<file path="config.mk">
export PLATFORM = sky130hd
export DESIGN_NAME = cfg_router
export DESIGN_NICKNAME = d
export VERILOG_FILES = /design/src/rtl/cfg_router_pkg.sv /design/src/rtl/cfg_addr_decode.sv /design/src/rtl/cfg_slot_select.sv /design/src/rtl/cfg_lat_timer.sv /design/src/rtl/cfg_router.sv
export SDC_FILE = /design/constraint.sdc
export NUM_CORES = 1
export LEC_CHECK = 0
export CAP_MARGIN = 20
export CORE_AREA = 3 3 271 273
export CTS_BUF_LIST = sky130_fd_sc_hd__clkbuf_8
export DETAILED_ROUTE_END_ITERATION = 7
export DIE_AREA = 0 0 274 276
export DONT_BUFFER_PORTS = 1
export PLACE_DENSITY = 0.3
export SETUP_SLACK_MARGIN = 0.2
export SLEW_MARGIN = 5
export SYNTH_ARGS = -nofsm -noshare
export SYNTH_HDL_FRONTEND = slang
export SYNTH_SLANG_ARGS = --single-unit
</file>
<file path="constraint.sdc">
create_clock -name clk -period 2.1 [get_ports clk]
set_clock_uncertainty 0.15 [all_clocks]
set_input_delay 0.21 -clock clk [delete_from_list [all_inputs] [get_ports clk]]
set_output_delay 0.21 -clock clk [all_outputs]
set_load 0.01 [all_outputs]
</file>
<file path="src/rtl/cfg_router_pkg.sv">
package cfg_router_pkg;

    typedef enum logic [1:0] {
        ST_IDLE = 2'd0,
        ST_FWD  = 2'd1,
        ST_HOLD = 2'd2
    } rt_state_e;

    function automatic logic size_legal(input logic [2:0] nbytes);
        return (nbytes == 3'd1) || (nbytes == 3'd2) || (nbytes == 3'd4);
    endfunction

    function automatic logic [31:0] size_mask(input logic [2:0] nbytes);
        logic [31:0] m;
        unique case (nbytes)
            3'd1:    m = 32'h0000_00FF;
            3'd2:    m = 32'h0000_FFFF;
            3'd4:    m = 32'hFFFF_FFFF;
            default: m = 32'h0;
        endcase
        return m;
    endfunction

endpackage

</file>
<file path="src/rtl/cfg_addr_decode.sv">
module cfg_addr_decode #(
    parameter int ADDR_W = 32,
    parameter logic [ADDR_W-1:0] BASE_ADDR = '0,
    parameter logic [ADDR_W-1:0] IMPL_MASK = '1,
    parameter int IDX_W = 8,
    parameter int REG_BITS = 8
) (
    input  logic [ADDR_W-1:0]   addr,
    output logic [IDX_W-1:0]    slot_idx,
    output logic [REG_BITS-1:0] reg_off
);
    localparam int LOW_W = IDX_W + REG_BITS;
    localparam logic [ADDR_W-1:0] EFF_BASE = BASE_ADDR & IMPL_MASK;

    logic [ADDR_W-1:0] offset;
    logic unused_hi;

    assign offset    = addr - EFF_BASE;
    assign slot_idx  = offset[LOW_W-1:REG_BITS];
    assign reg_off   = offset[REG_BITS-1:0];
    assign unused_hi = ^offset[ADDR_W-1:LOW_W];
endmodule

</file>
<file path="src/rtl/cfg_slot_select.sv">
module cfg_slot_select #(
    parameter int IDX_W = 8,
    localparam int SLOTS = 1 << IDX_W
) (
    input  logic             en,
    input  logic [IDX_W-1:0] idx,
    output logic [SLOTS-1:0] sel
);
    for (genvar i = 0; i < SLOTS; i++) begin : g_slot
        assign sel[i] = en && (idx == IDX_W'(i));
    end
endmodule

</file>
<file path="src/rtl/cfg_lat_timer.sv">
module cfg_lat_timer #(
    parameter int LATENCY = 1,
    localparam int CNT_W = $clog2(LATENCY + 1)
) (
    input  logic clk,
    input  logic rst_n,
    input  logic start,
    output logic expire
);
    logic [CNT_W-1:0] cnt;

    always_ff @(posedge clk or negedge rst_n) begin
        if (!rst_n)
            cnt <= '0;
        else if (start)
            cnt <= CNT_W'(LATENCY);
        else if (cnt != '0)
            cnt <= cnt - 1'b1;
    end

    assign expire = (cnt == CNT_W'(1));

    assert_expire_once_R9: assert property (@(posedge clk) disable iff (!rst_n)
        expire && !start |=> !expire);
endmodule

</file>
<file path="src/rtl/cfg_router.sv">
module cfg_router #(
    parameter int ADDR_W = 32,
    parameter logic [ADDR_W-1:0] BASE_ADDR = 32'hF100_0000,
    parameter logic [ADDR_W-1:0] IMPL_MASK = 32'h00FF_FFFF,
    parameter int DEV_BITS = 5,
    parameter int FN_BITS = 3,
    parameter int REG_BITS = 8,
    parameter int LATENCY = 1,
    localparam int IDX_W = DEV_BITS + FN_BITS,
    localparam int SLOTS = 1 << IDX_W,
    localparam int DATA_W = 32
) (
    input  logic              clk,
    input  logic              rst_n,
    input  logic              req_valid,
    output logic              req_ready,
    input  logic [ADDR_W-1:0] req_addr,
    input  logic              req_write,
    input  logic [2:0]        req_size,
    input  logic [DATA_W-1:0] req_wdata,
    input  logic [SLOTS-1:0]  present,
    output logic              dn_valid,
    input  logic              dn_ready,
    output logic [SLOTS-1:0]  dn_sel,
    output logic              dn_write,
    output logic [REG_BITS-1:0] dn_reg,
    output logic [2:0]        dn_size,
    output logic [DATA_W-1:0] dn_wdata,
    input  logic [DATA_W-1:0] dn_rdata,
    output logic              rsp_valid,
    output logic              rsp_err,
    output logic [DATA_W-1:0] rsp_rdata
);
    import cfg_router_pkg::*;

    rt_state_e state, state_n;

    logic [IDX_W-1:0]    in_idx, r_idx;
    logic [REG_BITS-1:0] in_reg, r_reg;
    logic [2:0]          r_size;
    logic                r_write;
    logic [DATA_W-1:0]   r_wdata, r_data;
    logic                r_err;
    logic                accept, legal, hit, go_fwd, handshake, tmr_start, expire;

    cfg_addr_decode #(
        .ADDR_W(ADDR_W), .BASE_ADDR(BASE_ADDR), .IMPL_MASK(IMPL_MASK),
        .IDX_W(IDX_W), .REG_BITS(REG_BITS)
    ) u_dec (
        .addr(req_addr), .slot_idx(in_idx), .reg_off(in_reg)
    );

    assign accept    = req_valid && (state == ST_IDLE);
    assign legal     = size_legal(req_size);
    assign hit       = present[in_idx];
    assign go_fwd    = legal && hit;
    assign handshake = (state == ST_FWD) && dn_ready;
    assign tmr_start = (accept && !go_fwd) || handshake;

    cfg_lat_timer #(.LATENCY(LATENCY)) u_tmr (
        .clk(clk), .rst_n(rst_n), .start(tmr_start), .expire(expire)
    );

    // next-state logic
    always_comb begin
        state_n = state;
        unique case (state)
            ST_IDLE: if (accept) state_n = go_fwd ? ST_FWD : ST_HOLD;
            ST_FWD:  if (dn_ready) state_n = ST_HOLD;
            ST_HOLD: if (expire) state_n = ST_IDLE;
            default: state_n = ST_IDLE;
        endcase
    end

    // state register
    always_ff @(posedge clk or negedge rst_n) begin
        if (!rst_n) state <= ST_IDLE;
        else        state <= state_n;
    end

    // captured request and result
    always_ff @(posedge clk or negedge rst_n) begin
        if (!rst_n) begin
            r_idx   <= '0;
            r_reg   <= '0;
            r_size  <= '0;
            r_write <= 1'b0;
            r_wdata <= '0;
            r_data  <= '0;
            r_err   <= 1'b0;
        end else if (accept) begin
            r_idx   <= in_idx;
            r_reg   <= in_reg;
            r_size  <= req_size;
            r_write <= req_write;
            r_wdata <= req_wdata;
            r_err   <= !legal || (req_write && !hit);
            r_data  <= (!legal || req_write) ? '0 : size_mask(req_size);
        end else if (handshake) begin
            r_err  <= 1'b0;
            r_data <= r_write ? '0 : (dn_rdata & size_mask(r_size));
        end
    end

    cfg_slot_select #(.IDX_W(IDX_W)) u_sel (
        .en(state == ST_FWD), .idx(r_idx), .sel(dn_sel)
    );

    // outputs
    always_comb begin
        req_ready = (state == ST_IDLE);
        dn_valid  = (state == ST_FWD);
        dn_write  = r_write;
        dn_reg    = r_reg;
        dn_size   = r_size;
        dn_wdata  = r_wdata;
        rsp_valid = (state == ST_HOLD) && expire;
        rsp_err   = rsp_valid && r_err;
        rsp_rdata = rsp_valid ? r_data : '0;
    end

    assert_busy_after_accept_R10: assert property (@(posedge clk) disable iff (!rst_n)
        (req_valid && req_ready) |=> !req_ready);

    assert_sel_onehot_R8: assert property (@(posedge clk) disable iff (!rst_n)
        dn_valid |-> $onehot(dn_sel));

    assert_sel_idle_R8: assert property (@(posedge clk) disable iff (!rst_n)
        !dn_valid |-> (dn_sel == '0));

    assert_dn_hold_R8: assert property (@(posedge clk) disable iff (!rst_n)
        (dn_valid && !dn_ready) |=> dn_valid && $stable(dn_sel) && $stable(dn_reg)
            && $stable(dn_size) && $stable(dn_write) && $stable(dn_wdata));

    assert_dn_size_legal_R3: assert property (@(posedge clk) disable iff (!rst_n)
        dn_valid |-> size_legal(dn_size));

    assert_rsp_pulse_R9: assert property (@(posedge clk) disable iff (!rst_n)
        rsp_valid |=> !rsp_valid && req_ready);

    assert_err_zero_data_R3: assert property (@(posedge clk) disable iff (!rst_n)
        (rsp_valid && rsp_err) |-> (rsp_rdata == '0));
endmodule

</file>
; Yosys cells after proc, flatten, opt, wreduce, memory -nomap -nowiden
; Cells that the tools add are included.
[classes]
n_eq_ne = 266
n_reduce_logical = 275
bitwise = 1
n_addsub = 1
muxes = 20
magnitude_cmp = 1
[op_table]
columns = op, n
row1 = $eq 8x8->1 const B, 128
row2 = $eq 8x7->1 const B, 64
row3 = $logic_and 1x1->1, 263
row4 = $eq 8x6->1 const B, 32
row5 = $mux 32, 7
row6 = $pmux 32 s3, 2
row7 = $eq 8x5->1 const B, 16
row8 = $eq 8x4->1 const B, 8
row9 = $and 32x32->32, 1
row10 = $eq 8x3->1 const B, 4
row11 = $eq 8x2->1 const B, 2
row12 = $lt 8x9->1 const B, 1
row13 = $bmux 1 s8, 1
row14 = $eq 8x1->1 const B, 1
row15 = $logic_not 8->1, 1
row16 = $mux 2, 4
row17 = $eq 3x1->1 const B, 2
row18 = $eq 3x2->1 const B, 2
row19 = $eq 3x3->1 const B, 2
row20 = $pmux 2 s3, 1
row21 = $logic_or 1x1->1, 5
row22 = $mux 1, 5
row23 = $ne 2x1->1 const B, 2
row24 = $logic_not 1->1, 3
row25 = 7 further kinds, 7
[word_totals]
out_inout_bits = 336
wordCells = 573
reg_bits = 88
inputBits = 360

; Longest topological paths before layout
[depth]
word_depth = 8
depth_mapped = 11
mapped_depth_nobuf = 7

; Modules after synthesis
; A second synthesis with hierarchy kept.
[hier_totals]
cells_unflattened = 998
area_unflattened_um2 = 8156.6
[by_module_without_submodules]
columns = mod, seq_area_each_um2, n_inst, cells_each, area_per_inst_um2
row1 = cfg_router, 2177.1, 1, 608, 5911.9
row2 = cfg_slot_select, 0.0, 1, 373, 2099.5
row3 = cfg_addr_decode, 0.0, 1, 16, 120.1
row4 = cfg_lat_timer, 25.0, 1, 1, 25.0

; Least setup slack after synthesis
; Ideal clock, no wire load.
[synth_timing]
path_type = input port to flip-flop
startpoint = input port req_addr[8]
endpoint = register state[0]
n_path_buf = 3
setup_slack_ns = -0.186
t_required_ns = 1.829
setup_ns = 0.121
t_arrival_ns = 2.015
cell_stages = 10
path_cell_list = buf_4 buf_6 buf_6 mux4_2 a221oi_1 o21ai_0 o41ai_1 a2111o_1 o21ai_2 o2bb2ai_1
[synth_between]
elab_chain_cells = 6
[synth_lines]
columns = element, line_no
row1 = "start, declared", cfg_router.sv:17  ; input logic [ADDR_W-1:0] req_addr,
row2 = $bmux 1 s8, cfg_router.sv:55  ; assign hit = present[in_idx];
row3 = $mux 1 (not written as such), cfg_router.sv:55
row4 = $logic_and 1x1->1, cfg_router.sv:56  ; assign go_fwd = legal && hit;
row5 = $mux 2 (2 in a row), cfg_router.sv:68  ; ST_IDLE: if (accept) state_n = go_fwd ? ST_FWD : ST_HOLD;
row6 = $pmux 2 s3, cfg_router.sv:67  ; unique case (state)
row7 = "end signal, assigned", cfg_router.sv:78  ; else state <= state_n;
row8 = "end, declared", cfg_router.sv:36  ; rt_state_e state, state_n;
; Every way passes these cells. The select of a mux whose other input is x is not followed.
; A chain may end at the register's enable or synchronous reset.

; Worst setup path in the final report
[layout_timing]
startpoint = register state[1]
endpoint = output port dn_sel[126]
[layout_between]
elab_chain_cells = 2
[layout_lines]
columns = element, line_no
row1 = $eq 2x1->1, -
row2 = named net dn_valid, cfg_router.sv:22  ; output logic dn_valid,
row3 = $logic_and 1x1->1, cfg_slot_select.sv:10  ; assign sel[i] = en && (idx == IDX_W'(i));
row4 = "end, declared", cfg_router.sv:24  ; output logic [SLOTS-1:0] dn_sel,
; The timed path passes the listed nets, and every way through them passes these cells.

==> flow_metrics.py <==
metrics = {
    "status": {
        "status": "finished, violations left",
        "violations": "negative hold slack, negative setup slack",
    },
    "placement": {
        "place_ws_ns": -0.356,
        "io_buffer_count": 0,
        "dp_cells": 2140,
        "globalplace.congestion": 0.942,
        "dp_hpwl_um": 38600,
    },
    "clocking": {
        "tritoncts": "yes",
        "cts_sinks": 88,
        "root_buffer": "clkbuf_8",
        "clk_pin_slew_ns": 0.10,
        "insertion_delay_ns": 0.39,
        "clockBufferDepth": 2,
        "htree_levels": 3,
        "cts-buffers-inserted": 9,
    },
    "setup_path": {
        "r2r-start": "state[1]$_DFFE_PN0P_",
        "cp.required_ns": 1.74,
        "arrival_ns": 1.99,
        "cp_max_fo": 7,
        "startpoint_type": "register",
        "end_kind": "primary output",
        "crit_type": "register to primary output",
        "worstRegToRegCells": 6,
        "crit-reg2reg-capture": "r_data[3]$_DFFE_PN0P_",
        "regToRegSetupSlack_ns": 0.15,
    },
    "synthesis": {
        "ys_ff_latch": 88,
        "synth_top_area_share": 0.302,
        "synth_top_cell_by_area": "dfrtp_1",
        "syn_avg_cell_area_um2": 7.66,
        "synth_area_um2": 7300,
        "synthArstFlopShare": 1.00,
        "synth-main-ff-cell": "dfrtp_1",
        "synth_area_leaders": "dfrtp_1, mux4_2, nor2_1",
        "synth_seq_area_share": 0.302,
        "yosysWarningCount": 0,
        "synth_edf_count": 0,
        "ys_types": 47,
        "postSynthCellCount": 954,
        "syn_nets": 1314,
    },
    "sta": {
        "tightestPinTransition_ns": 0.768,
        "fin_setup_tns_ns": -26.69,
        "rsz0062_at_grt": "yes",
        "post-route-period-util": 1.12,
        "maxSlewHeadroom": 0.482,
        "clock.fmax_mhz": 426,
        "setup_slack_ns": -0.250,
        "finalCriticalPeriod_ns": 2.35,
        "hold_violations": 88,
        "drv_slew": 0,
        "setup_viol_count_final": 256,
        "holdWs_ns": -0.653,
    },
    "routing": {
        "drt-total-wl_um": 51500,
        "vias_per_cell": 3.90,
        "drt_first_iter_violations": 453,
        "drtAntennaViolNets": 0,
        "vias": 8999,
        "wl_per_cell_um": 22.3,
        "drc": 0,
        "dr.pass1.iters": 4,
    },
    "die": {
        "pin_count": 696,
        "rows": 98,
        "coreArea_um2": 71400,
        "fp.dieArea_um2": 75600,
        "start_util": 0.102,
        "die_x_um": 274,
        "fp.dieH_um": 276,
    },
    "cells_and_area": {
        "fill_cells": 7956,
        "drive_gt1_frac": 0.488,
        "finalNonFillerCells": 2306,
        "layout.nets": 1701,
        "areaGrowthSynthToFinish_pct": 97.1,
    },
    "power": {
        "power_mw": 9.53,
        "pwr-share-seq": 0.359,
        "p_leak_nw": 5.46,
        "power_switching_mw": 4.45,
        "irDropWorstVdd_uv": 399,
        "internal_power_mw": 5.08,
        "power_density_nw_per_um2": 662,
        "swShare": 0.467,
        "pwr-share-comb": 0.513,
        "p_clk_frac": 0.128,
    },
    "global_routing": {
        "grt_pass1_vias": 9278,
        "antenna_found_initial": 12,
        "grt.total_usage": 0.124,
        "grt_max_degree": 89,
        "grt_pass1_wl_um": 68700,
        "grt_overflow_total": 0,
    },
    "run": {
        "maxCapViolCount": 0,
    },
    "worst_hold_path": {
        "hold_path_class": "primary input to asynchronous set/reset pin",
    },
}
## power groups by stage
stage	logic (mW)	registers [mW]	clock network (mW)
6_report	4.89	3.42	1.22
5_1_grt	5.34	3.53	1.38
4_1_cts	4.05	3.41	1.33
3_5_place_dp	3.46	3.43	0
3_3_place_gp	3.44	3.43	0
2_1_floorplan	2.36	3.12	0
## through the flow
step                       util  cell area [um2]
after detailed placement  0.149            10600
after global placement    0.149            10600
final                     0.202            14400
after global routing      0.202            14400
after floorplan               -             7350
after CTS                 0.174            12400
## critical path: stages, from the launching register on
cell,delay [ns]
dfrtp_1,0.42
nor2b_4,0.14
buf_12,0.15
buf_12,0.14
nand4_1,0.13
buf_4,0.19
clkbuf_16,0.17
nor2_2,0.11
buf_4,0.13
## layer usage
| metal | up-vias | part of all wire | wire length, um | global-route usage |
|---|---|---|---|---|
| li1 | 4022 | - | - | - |
| met1 | 4494 | 0.39 | 20300 | 0.144 |
| met2 | 417 | 0.52 | 26600 | 0.227 |
| met3 | 66 | 0.060 | 3080 | 0.0216 |
| met4 | 0 | 0.030 | 1550 | 0.0437 |
| met5 | - | 0 | 0 | 0 |
## cells in the mapped netlist, types with 3 or more instances
master    instances
mux2i_1          26
o21ai_0           8
buf_2             9
a211oi_1          3
a221oi_1          3
nor2b_1          14
nor3_1            9
inv_1             3
a21oi_1          31
nand2_1         203
a22oi_1           5
buf_4             8
a221o_1           8
nand3_1          29
nor2_1          291
nand3b_1          3
nand4_1           9
nor4_1            4
and2_1           37
dfrtp_1          88
buf_6             3
o211ai_1          3
mux2_2            3
clkbuf_1         66
mux4_2           59
## cells by family (layout without fill, tap and decap cells)
group	count (synthesis)	in the layout	synth area share
AOI/OAI and AO/OA	74	74	0.0672
and+or+nand+nor	610	611	0.350
buffers and inverters	91	482	0.0555
muxes	88	88	0.222
other	0	10	0
DFF	88	88	0.302
xor gates and xnor gates	3	3	0.00360
## repair_timing
| action | CTS | global route |
|---|---|---|
| resized for setup | 124 | 425 |
| endpoints found under the hold margin | 176 | 92 |
| gates cloned | 7 | 8 |
| hold buffers | 85 | 1 |
| endpoints found under the setup margin | 325 | 326 |
| pin swaps | 33 | 92 |
| buffers inserted | 16 | 23 |
## worst max-delay path by stage
stage                                    start                     end  slack, ns  cells after the start
final                     state[1]$_DFFE_PN0P_             dn_sel[126]      -0.25                      8
after global routing      state[1]$_DFFE_PN0P_             dn_sel[206]      -0.36                      8
after CTS                 state[1]$_DFFE_PN0P_             dn_sel[111]      -0.23                      6
after detailed placement           req_addr[8]  u_tmr.expire$_DFF_PN0_      -0.36                      8
after global placement             req_addr[8]  u_tmr.expire$_DFF_PN0_      -0.39                      8
after floorplan                    req_addr[8]    state[0]$_DFFE_PN0P_      -0.08                      8
## cells in the final DEF, fill, tap and decap left out, types with 18 or more instances in the layout
cell and n:
nand2_1 200, buf_4 195, buf_6 147, nor2_1 133, nor2_4 127, dlygate4sd3_1 86
dfrtp_1 81, mux4_2 59, and2_1 36, nor2_2 31, a21oi_1 29, mux2i_1 26
buf_12 25, nand3_1 18
## final cells by class
cell class | instances | area [um2] | area share
multi-input combinational | 776 | 6030 | 0.419
clock buffer | 10 | 138 | 0.00956
clock inverter | 6 | 51.3 | 0.00356
timing repair buffer | 463 | 4730 | 0.329
sequential | 88 | 2210 | 0.154
inverter | 3 | 15.0 | 0.00104
antenna | 10 | 25.0 | 0.00174
tap | 950 | 1190 | 0.0826
No activity file was read; power rests on OpenSTA's default activity.
